==> config.mk <==
export PLATFORM = sky130hd
export DESIGN_NAME = host_cmd_packer
export DESIGN_NICKNAME = d
export VERILOG_FILES = /design/src/rtl/hcpw_pkg.sv /design/src/rtl/hcpw_admit.sv /design/src/rtl/hcpw_packer.sv /design/src/rtl/hcpw_txwait.sv /design/src/rtl/host_cmd_packer.sv
export SDC_FILE = /design/constraint.sdc
export NUM_CORES = 1
export LEC_CHECK = 0
export BUFFER_PORTS_ARGS = -buffer_cell sky130_fd_sc_hd__buf_2
export CAP_MARGIN = 20
export CORE_MARGIN = 3
export CORE_UTILIZATION = 40
export DETAILED_ROUTE_END_ITERATION = 16
export HOLD_SLACK_MARGIN = 0.12
export SYNTH_ARGS = -nofsm -noshare
export SYNTH_HDL_FRONTEND = slang
export SYNTH_SLANG_ARGS = --single-unit
export TNS_END_PERCENT = 5
==> constraint.sdc <==
create_clock -name clk -period 2.9 [get_ports clk]
set_clock_uncertainty 0.15 [all_clocks]
set_input_delay 0 -clock clk [delete_from_list [all_inputs] [get_ports clk]]
set_output_delay 0 -clock clk [all_outputs]
set_load 0.05 [all_outputs]
==> src/rtl/hcpw_pkg.sv <==
package hcpw_pkg;

  typedef enum logic [1:0] {
    ST_IDLE = 2'd0,
    ST_FILL = 2'd1,
    ST_WAIT = 2'd2
  } hcpw_state_e;

  // Bit offset of payload byte idx inside the word it lands in.
  function automatic int unsigned lane_shift(input int unsigned idx);
    if (idx < 2) return 8 * (idx + 1);
    return 8 * ((idx - 2) % 4);
  endfunction

  // True when byte idx is the last byte of its word.
  function automatic logic closes_word(input int unsigned idx, input int unsigned len);
    if (idx + 1 == len) return 1'b1;
    if (idx == 1) return 1'b1;
    if (idx >= 2 && ((idx - 2) % 4) == 3) return 1'b1;
    return 1'b0;
  endfunction

  function automatic logic [31:0] header_base(input logic [1:0] vc, input logic [5:0] dt);
    return {24'h0, vc, dt};
  endfunction

endpackage

==> src/rtl/hcpw_admit.sv <==
module hcpw_admit #(
  parameter int HOST_DEPTH  = 64,
  parameter int VIDEO_DEPTH = 480,
  parameter int LEN_W       = 12
) (
  input  logic [LEN_W-1:0] len,
  input  logic             lp,
  input  logic             ack,
  input  logic             rd,
  output logic             too_long,
  output logic             use_video,
  output logic             want_bta,
  output logic             want_hs
);
  localparam int unsigned HOST_BYTES  = 4 * HOST_DEPTH;
  localparam int unsigned VIDEO_BYTES = 4 * VIDEO_DEPTH;

  always_comb begin
    too_long  = 32'(len) > VIDEO_BYTES;
    use_video = 32'(len) > HOST_BYTES;
    want_bta  = ack | rd;
    want_hs   = ~lp;
  end
endmodule

==> src/rtl/hcpw_packer.sv <==
module hcpw_packer
  import hcpw_pkg::*;
#(
  parameter int LEN_W = 12
) (
  input  logic             clk,
  input  logic             rst_n,
  input  logic             load,
  input  logic [1:0]       vc,
  input  logic [5:0]       dtype,
  input  logic [LEN_W-1:0] len,
  input  logic             fire,
  input  logic [7:0]       data,
  output logic [31:0]      word,
  output logic             close,
  output logic             last
);
  logic [LEN_W-1:0] idx;
  logic [31:0]      acc;
  logic [31:0]      placed;

  always_comb begin
    placed = acc | (32'(data) << lane_shift(32'(idx)));
    close  = closes_word(32'(idx), 32'(len));
    last   = (32'(idx) + 32'd1) == 32'(len);
    word   = fire ? placed : acc;
  end

  always_ff @(posedge clk or negedge rst_n) begin
    if (!rst_n) begin
      idx <= '0;
      acc <= '0;
    end else if (load) begin
      idx <= '0;
      acc <= header_base(vc, dtype);
    end else if (fire) begin
      idx <= idx + 1'b1;
      acc <= close ? 32'h0 : placed;
    end
  end
endmodule

==> src/rtl/hcpw_txwait.sv <==
module hcpw_txwait #(
  parameter int TMO_W = 16
) (
  input  logic             clk,
  input  logic             rst_n,
  input  logic             arm,
  input  logic             tx_done,
  input  logic [TMO_W-1:0] limit,
  output logic             expire
);
  logic [TMO_W-1:0] cnt;

  assign expire = arm && !tx_done && ((32'(cnt) + 32'd1) >= 32'(limit));

  always_ff @(posedge clk or negedge rst_n) begin
    if (!rst_n)   cnt <= '0;
    else if (!arm) cnt <= '0;
    else           cnt <= cnt + 1'b1;
  end
endmodule

==> src/rtl/host_cmd_packer.sv <==
module host_cmd_packer
  import hcpw_pkg::*;
#(
  parameter int HOST_DEPTH  = 64,
  parameter int VIDEO_DEPTH = 480,
  parameter int LEN_W       = 12,
  parameter int TMO_W       = 16
) (
  input  logic               clk,
  input  logic               rst_n,
  input  logic               msg_valid,
  output logic               msg_ready,
  input  logic [1:0]         msg_vc,
  input  logic [5:0]         msg_dtype,
  input  logic               msg_lp,
  input  logic               msg_ack,
  input  logic               msg_rd,
  input  logic [LEN_W-1:0]   msg_len,
  input  logic               byte_valid,
  output logic               byte_ready,
  input  logic [7:0]         byte_data,
  input  logic               host_full,
  input  logic               video_full,
  output logic               wr_valid,
  output logic [31:0]        wr_data,
  output logic               wr_video,
  output logic               bta_req,
  output logic               hs_mode,
  input  logic               tx_done,
  input  logic [TMO_W-1:0]   tmo_cycles,
  output logic               done,
  output logic [LEN_W:0]     done_count,
  output logic               err_nospc,
  output logic               err_timeout
);
  localparam int CNT_W = LEN_W + 1;

  hcpw_state_e      st;
  logic [LEN_W-1:0] len_q;
  logic             too_long, use_video, want_bta, want_hs;
  logic             accept, sel_full, hdr_only, byte_fire;
  logic             in_fill, in_wait, fill_end;
  logic             pk_close, pk_last, expire;
  logic [31:0]      pk_word;

  hcpw_admit #(.HOST_DEPTH(HOST_DEPTH), .VIDEO_DEPTH(VIDEO_DEPTH), .LEN_W(LEN_W)) u_admit (
    .len(msg_len), .lp(msg_lp), .ack(msg_ack), .rd(msg_rd),
    .too_long(too_long), .use_video(use_video), .want_bta(want_bta), .want_hs(want_hs)
  );

  assign in_fill   = (st == ST_FILL);
  assign in_wait   = (st == ST_WAIT);
  assign msg_ready = (st == ST_IDLE);
  assign accept    = msg_valid && msg_ready && !too_long;
  assign err_nospc = msg_valid && msg_ready && too_long;
  assign sel_full  = wr_video ? video_full : host_full;
  assign hdr_only  = in_fill && (len_q == '0);
  assign byte_ready = in_fill && (len_q != '0) && !sel_full;
  assign byte_fire = byte_valid && byte_ready;
  assign fill_end  = (byte_fire && pk_last) || (hdr_only && !sel_full);

  hcpw_packer #(.LEN_W(LEN_W)) u_pack (
    .clk(clk), .rst_n(rst_n), .load(accept), .vc(msg_vc), .dtype(msg_dtype),
    .len(len_q), .fire(byte_fire), .data(byte_data),
    .word(pk_word), .close(pk_close), .last(pk_last)
  );

  hcpw_txwait #(.TMO_W(TMO_W)) u_wait (
    .clk(clk), .rst_n(rst_n), .arm(in_wait), .tx_done(tx_done),
    .limit(tmo_cycles), .expire(expire)
  );

  assign wr_valid    = (byte_fire && pk_close) || (hdr_only && !sel_full);
  assign wr_data     = pk_word;
  assign done        = in_wait && tx_done;
  assign err_timeout = expire;
  assign done_count  = bta_req ? '0 : (CNT_W'(len_q) + CNT_W'(4));

  always_ff @(posedge clk or negedge rst_n) begin
    if (!rst_n) begin
      st       <= ST_IDLE;
      len_q    <= '0;
      wr_video <= 1'b0;
      bta_req  <= 1'b0;
      hs_mode  <= 1'b0;
    end else begin
      unique case (st)
        ST_IDLE: if (accept) begin
          st       <= ST_FILL;
          len_q    <= msg_len;
          wr_video <= use_video;
          bta_req  <= want_bta;
          hs_mode  <= want_hs;
        end
        ST_FILL: if (fill_end) st <= ST_WAIT;
        ST_WAIT: if (done || err_timeout) st <= ST_IDLE;
        default: st <= ST_IDLE;
      endcase
    end
  end
endmodule

-- Yosys cells after proc, flatten, opt, wreduce, memory -nomap -nowiden
Cells that the tools add are included.
- $add $sub $neg: 6
- $lt $le $gt $ge: 5
- equality and inequality tests: 8
- shift-type cells: 1
- muxes and demuxes: 28
- bitwise logic cells: 3
- reduce and logical (&&, ||, !) cells: 26
- operators by type and width (kind ; number):
    2-to-1 mux 32 bit ; 6
    equality test 32 x 12 -> 1 bit ; 1
    greater-or-equal comparator 32 x 16 -> 1 bit ; 1
    OR 32 bit ; 1
    left shift 8 x 32 -> 32 bit ; 1
    2-to-1 mux 12 bit ; 2
    adder 16 x 1 -> 17 bit (second input constant) ; 1
    adder 16 x 1 -> 16 bit (second input constant) ; 1
    2-to-1 mux 16 bit ; 1
    logical AND 1 bit ; 14
    2-to-1 mux 1 bit ; 14
    adder 12 x 1 -> 13 bit (second input constant) ; 1
    adder 12 x 3 -> 13 bit (second input constant) ; 1
    2-to-1 mux 13 bit ; 1
    adder 12 x 1 -> 12 bit (second input constant) ; 1
    equality test 12 x 1 -> 1 bit (second input constant) ; 1
    greater-or-equal comparator 12 x 2 -> 1 bit (second input constant) ; 1
    greater-than comparator 12 x 11 -> 1 bit (second input constant) ; 1
    greater-than comparator 12 x 9 -> 1 bit (second input constant) ; 1
    zero test 12 bit ; 1
    < comparator 12 x 2 -> 1 bit (second input constant) ; 1
    nonzero test 12 bit ; 1
    2-to-1 mux 2 bit ; 3
    != test 2 x 1 -> 1 bit (second input constant) ; 3
    12 further kinds ; 17
- flip-flop bits (word level): 77
- bits of input ports: 54
- output and inout bits: 54
- logic and storage cells: 85

-- Depth between registers and ports, before layout
Gate-level depths: netlist of run 1.
- depth in word-level cells: 12
- gate-level depth with buffers: 13
- depth with buffers taken out: 13

-- By module
A second synthesis of run 1 with hierarchy kept.
- cells, all modules: 536
- area total of the unflattened synthesis: 5013.6 um^2
- modules (own cells, without submodules) (module ; times used ; cells an instance ; area an instance (um^2)):
    hcpw_packer ; 1 ; 297 ; 2711.4
    hcpw_txwait ; 1 ; 129 ; 1213.7
    host_cmd_packer ; 1 ; 101 ; 1027.2
    hcpw_admit ; 1 ; 9 ; 61.3

-- Worst setup path before layout of run 1
No wires, ideal clock.
- path kind: flip-flop to output port
- start: register u_wait.cnt[0]
- end: output port err_timeout
- data arrival time: 3262 ps
- required time: 2750 ps
- path slack: -512 ps
- cell stages (with the launch flop): 12
- buffers on the path: 0
- path through: dfrtp_1 > ha_1 > nand2_1 > or4_1 > nor2_1 > xor2_1 > ha_1 > nand4_1 > o22ai_1 > nor3_1 > o31ai_1 > nor3b_1
- cells in the longest elaborated chain, start to end: 3
- RTL lines (what ; line ; source):
    from (decl) ; hcpw_txwait.sv:11 ; logic [TMO_W-1:0] cnt;
    from (signal assigned) ; hcpw_txwait.sv:18 ; else cnt <= cnt + 1'b1;
    adder 16 x 1 -> 17 bit ; hcpw_txwait.sv:13 ; assign expire = arm && !tx_done && ((32'(cnt) + 32'd1) >= 32'(limit));
    greater-or-equal comparator 32 x 16 -> 1 bit ; hcpw_txwait.sv:13 ;
    logical AND 1 bit ; hcpw_txwait.sv:13 ;
    to (decl) ; host_cmd_packer.sv:34 ; output logic err_timeout
No other way between the ends.

-- Worst setup path in the final report of run 1
Ends and elaborated chain as after synthesis.

==> metrics.md, run 1 <==
| Metric | Value |
|---|---|
| Min-Delay Path Class | `input port to register` |
| I/O pin count | `approximately 110` |
| Post-synth EDFFs | `0` |
| Logic pwr share | `0.525` |
| CTS tree | `done` |
| Failing checks | `negative setup slack` |
| Synthesis-to-finish area growth | `32.8%` |
| Starting Density | `0.416` |
| Status | `complete, but fails checks` |
| Die area | `between 0.01 and 0.015 sq mm` |
| Total grt overflow | `0` |
| Core ar. | `around 0.012 sq mm` |
| I/O Buffers | `roughly 110` |
| Total global-route track usage | `0.199` |
| Synth Flop Type | `dfrtp_1` |
| Initial antenna violation count | `0` |
| Pwr dens | `approximately 940 mW/mm^2` |
| Pint | `roughly 3.2 mW` |
| Crit-path cells | `ha_2 > nand2_2 > or4_4 > nor2_4 > xor2_2 > ha_1 > nand4_1 > o22ai_1 > nor3_1 > o31ai_1 > nor3b_4 > buf_6` |
| Final Worst Setup Slack | `-0.211 ns` |
| Synth async-reset ratio | `1.00` |
| R2R cell count | `12` |
| Max-slew violations | `0` |
| Nets | `about 730` |
| Sequential share of power | `0.281` |
| Top cells by area, synth | `dfrtp_1 40%, a22o_1 5.8%, a21o_1 5.7%` |
| Dpl cells | `approximately 750` |
| Max_slew headroom | `0.474` |
| Distinct cells, synth | `slightly below 60` |
| Num CTS Buffers | `9` |
| Vias in the first global route | `around 4200` |
| Final hold violation count | `0` |
| Min Tclk post-route | `a little over 3 ns` |
| First-pass GRT wire length | `around 21 mm` |
| Count leader, synth | `dfrtp_1` |
| Hpwl dp | `~9.2 mm` |
| Post-route clock period utilization | `1.07` |
| CTS clk-pin slew, worst paths | `approximately 0.060 ns` |
| Largest net degree at the start of global routing | `78` |
| Yosys warns | `0` |
| Crit Path Class | `register to output port` |
| H-tree Lvls | `3` |
| Die height | `around 120 um` |
| Final setup viols | `1` |
| Register bit total from synthesis | `77` |
| Synth Net Count | `approximately 580` |
| Critical Path RT | `2.75 ns` |
| P_sw | `around 2.8 mW` |
| Worst VDD drop | `~0.4 mV` |
| CP arrival | `around 3.0 ns` |
| Fin cells | `~800` |
| Average size of a mapped cell | `just under 10 sq um` |
| Post-place setup slack | `between 0.01 and 0.015 ns` |
| Setup TNS | `-0.211 ns` |
| Antenna diode instance count | `0` |
| Cell Area, Synth | `around 0.0048 sq mm` |
| Leakage | `3.29 nW` |
| Num Clock Sinks | `77` |
| RSZ-0062 raised after global routing | `yes` |
| Post-route DRC | `0` |
| Maximum fanout along the worst path | `3` |
| Worst-Skew Late Latency | `between 0.3 and 0.4 ns` |
| Worst path max stage delay | `between 0.5 and 0.6 ns` |
| Syn Inst Count | `just over 500` |
| CP startpoint kind | `register` |
| Vias/cell | `between 5 and 6` |
| Peak Freq | `between 300 and 400 MHz` |
| Part of the power in the clock network | `0.194` |
| Area leader, netlist | `dfrtp_1` |
| Hold WS | `between 0.1 and 0.15 ns` |
| Post-synthesis sequential area ratio | `0.399` |
| Max_cap viols | `0` |
| Hold Path Cell Cnt | `5` |
| Vias | `around 4300` |
| Row cnt | `39` |
| Switching part of the total | `0.469` |
| Antenna Violating Nets Remaining | `0` |
| Actual slew at the worst max-slew pin | `0.788 ns` |
| CTS root buffer | `clkbuf_16` |
| Top cells by count, synth | `77 x dfrtp_1, 37 x a21o_1, 37 x nand2_1` |
| Post-synth top area share | `0.399` |
| Drt total wl | `approximately 13 mm` |
| Critical-path top delay cell | `or4_4` |
| Crit end category | `output port` |
| Layout cells sized above 1 | `0.286` |
| Final Wtd Congestion | `approximately 0.85` |
| Clock tree buffer depth | `2` |
| WL per Instance | `between 15 and 20 um` |
| Die Wd | `between 100 and 150 um` |
| Pre-Repair DR Iteration Count | `4` |
| DR iter-0 viols | `approximately 260` |
## metrics by stage
step,power (mW),cell area [sq um],utilization
3_5_place_dp,4.76,5560,0.479
5_1_grt,6.38,6420,0.553
3_3_place_gp,4.72,5560,0.479
2_1_floorplan,4.05,4850,-
4_1_cts,6.03,6290,0.542
6_report,6.06,6420,0.553
## area by class of cell
cell class / count / area [sq um]
multi-input cells: 365 / 2710
repair buffers: 171 / 1170
flip-flops and latches: 77 / 1930
clock inverters: 5 / 65.1
clock buffers: 11 / 253
well taps: 143 / 179
inverters: 32 / 120
fillers: 1061 / 5190
## power by group through the flow
| stage | registers [mW] | clock network (mW) | logic (mW) |
|---|---|---|---|
| after global routing | 1.74 | 1.25 | 3.38 |
| after CTS | 1.69 | 1.20 | 3.13 |
| after detailed placement | 1.71 | 0 | 3.05 |
| after global placement | 1.70 | 0 | 3.02 |
| after floorplan | 1.64 | 0 | 2.41 |
| final | 1.70 | 1.18 | 3.18 |
## flip-flops by register name, summed over array words and instances, names as in the netlist
register	cells
wr_video	1
u_pack.idx	12
u_wait.cnt	16
u_pack.acc	32
hs_mode	1
bta_req	1
len_q	12
st	2
## cell families (layout without fill, tap and decap cells)
| group | count (synthesis) | in the layout | synth area share |
|---|---|---|---|
| AND/OR/NAND/NOR | 170 | 170 | 0.190 |
| AO/OA/AOI/OAI | 123 | 123 | 0.194 |
| flip-flops | 77 | 77 | 0.399 |
| buffers and inverters | 61 | 219 | 0.0613 |
| XOR/XNOR | 39 | 39 | 0.0735 |
| adder cells (fa/ha/maj) | 22 | 22 | 0.0569 |
| multiplexers | 11 | 11 | 0.0254 |
## metal layers
layer | global-route usage | part of all wire | vias up
met1 | 0.279 | 0.47 | 2110
met2 | 0.311 | 0.48 | 106
met5 | 0 | 0 | -
li1 | - | - | 2082
met3 | 0.0371 | 0.040 | 19
met4 | 0.0673 | 0.016 | 0
## repair_timing
item                                    in CTS  in global routing
pin swaps                                    3                  9
hold buffers                                36                  1
endpoints found under the setup margin      19                 45
buffers inserted                             2                  2
gates resized for setup                      8                 17
hold endpoints to repair                   129                  5
## worst max-delay path: cells and delay by family (launching register included)
kind | cells | cell delay (ns)
fa+ha+maj | 2 | 0.51
flops | 1 | 0.37
simple gates | 6 | 1.18
compound gates | 2 | 0.28
buf+inv | 1 | 0.19
xor+xnor | 1 | 0.09
## placed cells by master, fill, tap and decap left out, drive strengths merged, types with 2 or more instances in the layout
cell type	synthesis	routed
dlygate4sd3	0	37
and2	4	4
o41ai	2	2
dfrtp	77	77
or2	3	3
and4	3	3
o2111ai	2	2
ha	22	22
nand4	7	7
a211o	2	2
mux2	10	10
nor4	5	5
a2111oi	2	2
nor2b	19	19
or3	4	4
nand3b	3	3
nand2	37	37
o21ai	21	21
xor2	16	16
a21oi	8	8
nor2	30	30
a31oi	4	4
o22ai	3	3
and3	10	10
nand3	25	25
clkbuf	12	13
nand2b	4	4
a22o	32	32
inv	32	34
buf	17	132
xnor2	22	22
nor3	13	13
o31ai	4	4
a21o	37	37
clkinv	0	2
## final timing paths
check / slack, ns / endpoint / from
worst max-delay path: -0.21 / err_timeout / u_wait.cnt[0]
worst min-delay path: 0.14 / bta_req / msg_valid
worst max register to register: 0.01 / st[1] / u_wait.cnt[0]
worst min register to register: 0.36 / u_pack.acc[25] / u_pack.acc[25]
max in group asynchronous: 1.63 / len_q[11] / rst_n
min in group asynchronous: 0.41 / len_q[4] / rst_n
Power figures use the tool's default switching activity.
==> run 2, diff against run 1 <==
--- a/config.mk
+++ b/config.mk
@@ -5,8 +5,10 @@
 export SDC_FILE = /design/constraint.sdc
 export NUM_CORES = 1
 export LEC_CHECK = 0
+export ABC_CLOCK_PERIOD_IN_PS = 2900
 export BUFFER_PORTS_ARGS = -buffer_cell sky130_fd_sc_hd__buf_2
 export CAP_MARGIN = 20
+export CORE_ASPECT_RATIO = 0.5
 export CORE_MARGIN = 3
 export CORE_UTILIZATION = 40
 export DETAILED_ROUTE_END_ITERATION = 16
==> constraint.sdc (replaced) <==
create_clock -name clk -period 2.9 [get_ports clk]
set_clock_uncertainty 0.15 [all_clocks]
set_input_delay 0 -clock clk [delete_from_list [all_inputs] [get_ports clk]]
set_output_delay 0 -clock clk [all_outputs]
set_load 0.02 [all_outputs]
==> run 2 against run 1 <==
Compared with the run above: the flow still finishes with violations (negative setup slack); sequential share of layout area fell by 0.14 points; register-to-register slack worse by 0.20 ns; via count shrank 1.8%; setup slack got worse by 0.043 ns; cell area is 0.35% higher; core utilization grew 1.3 points; maximum frequency decreased by 1.4%; power decreased by 14%; die area rose by 0.59%; global-route usage down 1.0 points; critical endpoint unchanged.
==> metrics.md, run 2 (synthesis gave the netlist of run 1 again) <==
| Metric | Value |
|---|---|
| WL per Instance | `about 15 um` |
| H-tree Lvls | `3` |
| Max-slew violations | `0` |
| Min-Delay Path Class | `input port to register` |
| Post-route clock period utilization | `1.09` |
| Nets | `740` |
| Layout cells sized above 1 | `0.296` |
| Final Worst Setup Slack | `-0.253 ns` |
| Biggest regs | `u_pack.acc x32, u_wait.cnt x16` |
| Worst Hold Path EP | `st[1]` |
| Post-route DRC | `0` |
| Max_slew headroom | `0.515` |
| Num CTS Buffers | `9` |
| Post-place setup slack | `0.0113 ns` |
| Synthesis-to-finish area growth | `33.3%` |
| Total grt overflow | `0` |
| Post-Route Utilization | `0.566` |
| Reg-to-reg critical path startpoint | `u_wait.cnt[0]` |
| Failing checks | `negative setup slack` |
| Hold Path Cell Cnt | `5` |
| Final setup viols | `2` |
| Vias in the first global route | `approximately 4200` |
| Peak Freq | `~320 MHz` |
| Worst path max stage delay | `between 0.5 and 0.6 ns` |
| Drt total wl | `between 10 and 15 mm` |
| Antenna Violating Nets Remaining | `0` |
| Worst-Skew Late Latency | `0.34 ns` |
| Starting Density | `0.425` |
| Total global-route track usage | `0.189` |
| Hold Crit Start | `video_full` |
| Largest net degree at the start of global routing | `a little under 80` |
| FF-to-FF setup slack | `-0.19 ns` |
| Reg with most FFs | `u_pack.acc` |
| Core ar. | `~0.011 sq mm` |
| CP startpoint kind | `register` |
| Hpwl dp | `8.97 mm` |
| Most common cell after layout, fill and taps aside | `buf_2` |
| Hold WS | `around 0.14 ns` |
| CTS clk-pin slew, worst paths | `~0.060 ns` |
| Vias | `approximately 4200` |
| Crit-path cells | `ha_2 > nand2_2 > or4_4 > nor2_4 > xor2_1 > ha_1 > a21oi_2 > o22ai_1 > nor3_1 > o31ai_1 > nor3b_1 > buf_2` |
| RSZ-0062 raised after global routing | `yes` |
| Critical Path RT | `roughly 2.8 ns` |
| Worst VDD drop | `between 0.4 and 0.5 mV` |
| Die Wd | `between 150 and 200 um` |
| Leakage | `roughly 3.3 nW` |
| Pwr dens | `809 mW/mm^2` |
| End of the worst register-to-register path | `st[1]` |
| Row cnt | `27` |
| Final hold violation count | `0` |
| First-pass GRT wire length | `20.6 mm` |
| Die height | `83.7 um` |
| Die area | `about 0.014 sq mm` |
| I/O pin count | `around 110` |
| Pre-Repair DR Iteration Count | `4` |
| Crit Path Class | `register to output port` |
| CP arrival | `3.00 ns` |
| Crit end category | `output port` |
| Vias/cell | `about 5.1` |
| Dpl cells | `765` |
| Fin cells | `828` |
| DR iter-0 viols | `between 200 and 300` |
| CTS root buffer | `clkbuf_16` |
| Final Wtd Congestion | `between 0.8 and 0.9` |
| Maximum fanout along the worst path | `3` |
| Clock tree buffer depth | `2` |
| CP startpoint | `u_wait.cnt[0]` |
| Critical-path top delay cell | `or4_4` |
| CTS tree | `done` |
| Min Tclk post-route | `about 3.2 ns` |
| Max reg flops | `32` |
| Max_cap viols | `0` |
| Status | `complete, but fails checks` |
| Most used cells in the layout excluding fill and tap cells | `106 x buf_2, 77 x dfrtp_1, 37 x a21o_1, 37 x dlygate4sd3_1, 36 x nand2_1` |
| Num Clock Sinks | `77` |
| Actual slew at the worst max-slew pin | `a little over 0.7 ns` |
| Antenna diode instance count | `0` |
| R2R cell count | `13` |
| Initial antenna violation count | `0` |
| I/O Buffers | `~110` |
run 2: cell types whose count changed in the layout (fill, tap and decap cells not counted), moves of 2 or more:
cell | before | now
buf_2 | 102 | 106
buf_4 | 26 | 34
clkbuf_4 | 2 | 0
clkinv_4 | 2 | 4
dfrtp_1 | 75 | 77
dfrtp_2 | 2 | 0
run 2: final cells by class:
type / count / area, sq um
clock buffer: 11 / 243
clock inverter: 5 / 43.8
fill: 1037 / 4940
inverter: 32 / 120
multi-input combinational: 365 / 2710
sequential: 77 / 1930
tap: 159 / 199
timing repair buffer: 179 / 1200
run 2: per-layer routing:
layer  GRT usage  vias up  share of wire
li1            -     2109              -
met1       0.265     2047           0.49
met2       0.300       76           0.47
met3      0.0416        8          0.039
met4      0.0429        0         0.0090
met5           0        -              0
run 2: worst max-delay path, delay by kind of cell (launching register included):
| kind | cells | cell delay, ns |
|---|---|---|
| flip-flops | 1 | 0.38 |
| XOR/XNOR | 1 | 0.18 |
| AO/OA/AOI/OAI | 3 | 0.35 |
| AND/OR/NAND/NOR | 5 | 1.06 |
| adder cells (fa/ha/maj) | 2 | 0.48 |
| buffers and inverters | 1 | 0.19 |
run 2: how the worst max path moves through the flow:
stage,to
after floorplan,u_pack.acc[24]
after global placement,st[1]
after detailed placement,st[1]
after CTS,err_timeout
after global routing,err_timeout
final,err_timeout
run 2: timing repair:
| action | 4_1_cts | 5_1_grt |
|---|---|---|
| hold buffers | 36 | 1 |
| endpoints found under the hold margin | 130 | 6 |
| setup buffers | 0 | 9 |
| cloned | 0 | 0 |
| endpoints found under the setup margin | 10 | 55 |
| pin swaps | 2 | 9 |
| resized for setup | 5 | 16 |
run 2: power by group:
part	switching (mW)	leakage [nW]	total [mW]	internal [mW]
Clock	0.461	0.140	1.07	0.612
Sequential	0.320	1.01	1.71	1.39
Combinational	1.33	2.16	2.43	1.10
Total	2.12	3.31	5.22	3.10
run 2: per-stage QoR:
| step | power (mW) | cell area, sq um | setup TNS (ns) |
|---|---|---|---|
| after detailed placement | 4.06 | 5600 | 0 |
| after CTS | 5.22 | 6260 | -0.180 |
| after global placement | 4.05 | 5600 | 0 |
| after floorplan | 3.32 | 4830 | 0 |
| final | 5.22 | 6440 | -0.445 |
| after global routing | 5.55 | 6440 | -0.770 |
==> run 3, diff against run 2 <==
--- a/config.mk
+++ b/config.mk
@@ -6,12 +6,12 @@
 export NUM_CORES = 1
 export LEC_CHECK = 0
 export ABC_CLOCK_PERIOD_IN_PS = 2900
-export BUFFER_PORTS_ARGS = -buffer_cell sky130_fd_sc_hd__buf_2
 export CAP_MARGIN = 20
 export CORE_ASPECT_RATIO = 0.5
 export CORE_MARGIN = 3
 export CORE_UTILIZATION = 40
 export DETAILED_ROUTE_END_ITERATION = 16
+export DONT_BUFFER_PORTS = 1
 export HOLD_SLACK_MARGIN = 0.12
 export SYNTH_ARGS = -nofsm -noshare
 export SYNTH_HDL_FRONTEND = slang
==> run 3 against run 2 <==
Compared with the run above: the run still ends with negative setup slack left; non-clock buffer count fell by 92; die area did not move; via count fell by 4.1%; routed wire length rose by 3.9%; setup slack improved by 0.043 ns; flip-flop and latch count did not move; combinational power fell by 9.1%; sequential power rose by 3%; critical path type unchanged; largest power group unchanged; highest routed layer unchanged.
==> metrics.md, run 3 (synthesis gave the netlist of run 1 again) <==
| Metric | Value |
|---|---|
| Status | `complete, but fails checks` |
| Failing checks | `negative setup slack` |
| I/O pin count | `roughly 110` |
| Starting Density | `0.425` |
| Max_cap viols | `0` |
| Actual slew at the worst max-slew pin | `~0.8 ns` |
| CTS clk-pin slew, worst paths | `roughly 0.060 ns` |
| Final setup viols | `1` |
| I/O Buffers | `0` |
| Worst VDD drop | `between 0.5 and 0.6 mV` |
| Most common cell after layout, fill and taps aside | `dfrtp_1` |
| CTS root buffer | `clkbuf_16` |
| Min-Delay Path Class | `input port to register` |
| CP arrival | `2.96 ns` |
| Core ar. | `approximately 0.011 sq mm` |
| CP bufs+invs | `1` |
| Peak Freq | `between 300 and 400 MHz` |
| Total global-route track usage | `0.199` |
| Biggest regs | `u_pack.acc x32, u_wait.cnt x16` |
| Leakage | `~2.9 nW` |
| Critical Path RT | `2.75 ns` |
| Worst-Skew Late Latency | `0.34 ns` |
| H-tree Lvls | `3` |
| Row cnt | `27` |
| Clock tree buffer depth | `2` |
| Most common cell on crit path | `nand4_1` |
| CTS tree | `done` |
| Post-route clock period utilization | `1.07` |
| Worst path max stage delay | `about 0.6 ns` |
| Num Clock Sinks | `77` |
| Maximum fanout along the worst path | `3` |
| Largest net degree at the start of global routing | `between 70 and 80` |
| Die area | `approximately 0.014 sq mm` |
| Pwr dens | `around 850 mW/mm^2` |
| Initial antenna violation count | `0` |
| Post-Route Utilization | `0.538` |
| Antenna Violating Nets Remaining | `0` |
| Antenna diode instance count | `0` |
| Max-slew violations | `0` |
| Pre-Repair DR Iteration Count | `5` |
| Die height | `83.7 um` |
| Final hold violation count | `0` |
| Total power | `around 5.2 mW` |
| Final Wtd Congestion | `0.871` |
| Crit end category | `output port` |
| Critical-path top delay cell | `or4_4` |
| First-pass GRT wire length | `21.6 mm` |
| Min Tclk post-route | `roughly 3.1 ns` |
| Synthesis-to-finish area growth | `26.7%` |
| FF-to-FF setup slack | `0 ns` |
| Layout cells sized above 1 | `0.192` |
| Num CTS Buffers | `9` |
| WL per Instance | `between 15 and 20 um` |
| Post-route DRC | `0` |
| Hpwl dp | `between 8 and 9 mm` |
| Max reg flops | `32` |
| Crit-path cells | `nand4_1 > or4_4 > nor2_4 > xor2_2 > ha_4 > nand4_1 > o22ai_2 > nor3_2 > o31ai_2 > nor3b_2 > buf_4` |
| Reg with most FFs | `u_pack.acc` |
| Vias | `~4000` |
| Total grt overflow | `0` |
| Nets | `roughly 650` |
| Vias/cell | `5.52` |
| Most used cells in the layout excluding fill and tap cells | `75 x dfrtp_1, 44 x buf_4, 41 x dlygate4sd3_1` |
| Max_slew headroom | `0.468` |
| Vias in the first global route | `about 4100` |
| Final Worst Setup Slack | `-0.210 ns` |
| RSZ-0062 raised after global routing | `yes` |
| DR iter-0 viols | `roughly 290` |
| Crit Path Class | `register to output port` |
| Family with the most delay on the worst path | `simple AND/OR/NAND/NOR gates` |
| Drt total wl | `approximately 13 mm` |
| Fillers | `1003` |
| CP startpoint kind | `register` |
| Die Wd | `161 um` |
run 3: changes by cell type in the layout (fill, tap and decap cells not counted), sizes merged:
cell         before  now
bufinv            0    2
buf             142   46
dlygate4sd3      37   41
clkbuf           11   10
inv              33   35
clkinv            4    1
run 3: where the power goes:
group	switching [mW]	internal, mW	leakage [nW]	total, mW
Clock	0.475	0.785	0.164	1.26
Sequential	0.368	1.39	1.01	1.76
Combinational	1.28	0.932	1.76	2.21
Total	2.12	3.11	2.93	5.23
run 3: worst paths after layout:
kind	start	endpoint	cells after the start
setup / recovery	u_wait.cnt[2]	err_timeout	11
hold / removal	msg_dtype[4]	u_pack.acc[4]	2
setup reg to reg	u_wait.cnt[2]	st[1]	11
hold reg to reg	u_pack.acc[28]	u_pack.acc[28]	1
max in group asynchronous	rst_n	u_pack.idx[0]	3
min in group asynchronous	rst_n	u_wait.cnt[2]	3
run 3: cell type report:
class	instances	area [sq um]	share of cell area
clock buffers	10	239	0.0390
repair buffers	87	788	0.129
well taps	159	199	0.0325
clock inverters	6	91.3	0.0149
flip-flops and latches	77	1930	0.315
multi-input cells	365	2760	0.450
inverters	32	120	0.0196
run 3: what timing repair did:
action | in CTS | in global routing
buffers inserted | 6 | 5
resized for setup | 14 | 18
pin swaps | 6 | 13
endpoints found under the setup margin | 10 | 57
hold buffers | 42 | 0
hold endpoints to repair | 170 | 0
run 3: metrics by stage:
step           cells  worst slack [ns]  instance area, sq um  TNS (ns)  hold WS [ns]
2_1_floorplan    503            0.0888                  4830         0        -0.446
3_5_place_dp     667          -0.00748                  5130  -0.00748        -0.444
4_1_cts          731            -0.143                  6000    -0.143         0.139
3_3_place_gp     667            0.0846                  5130         0        -0.443
5_1_grt          736            -0.446                  6120    -0.669         0.199
6_report         736            -0.210                  6120    -0.210         0.188
run 3: layer usage:
layer  GRT usage  up-vias  share of wire
met4      0.0625        0          0.023
met1       0.268     1996           0.46
met3      0.0605       28          0.064
met5           0        -              0
met2       0.307      125           0.45
li1            -     1917              -
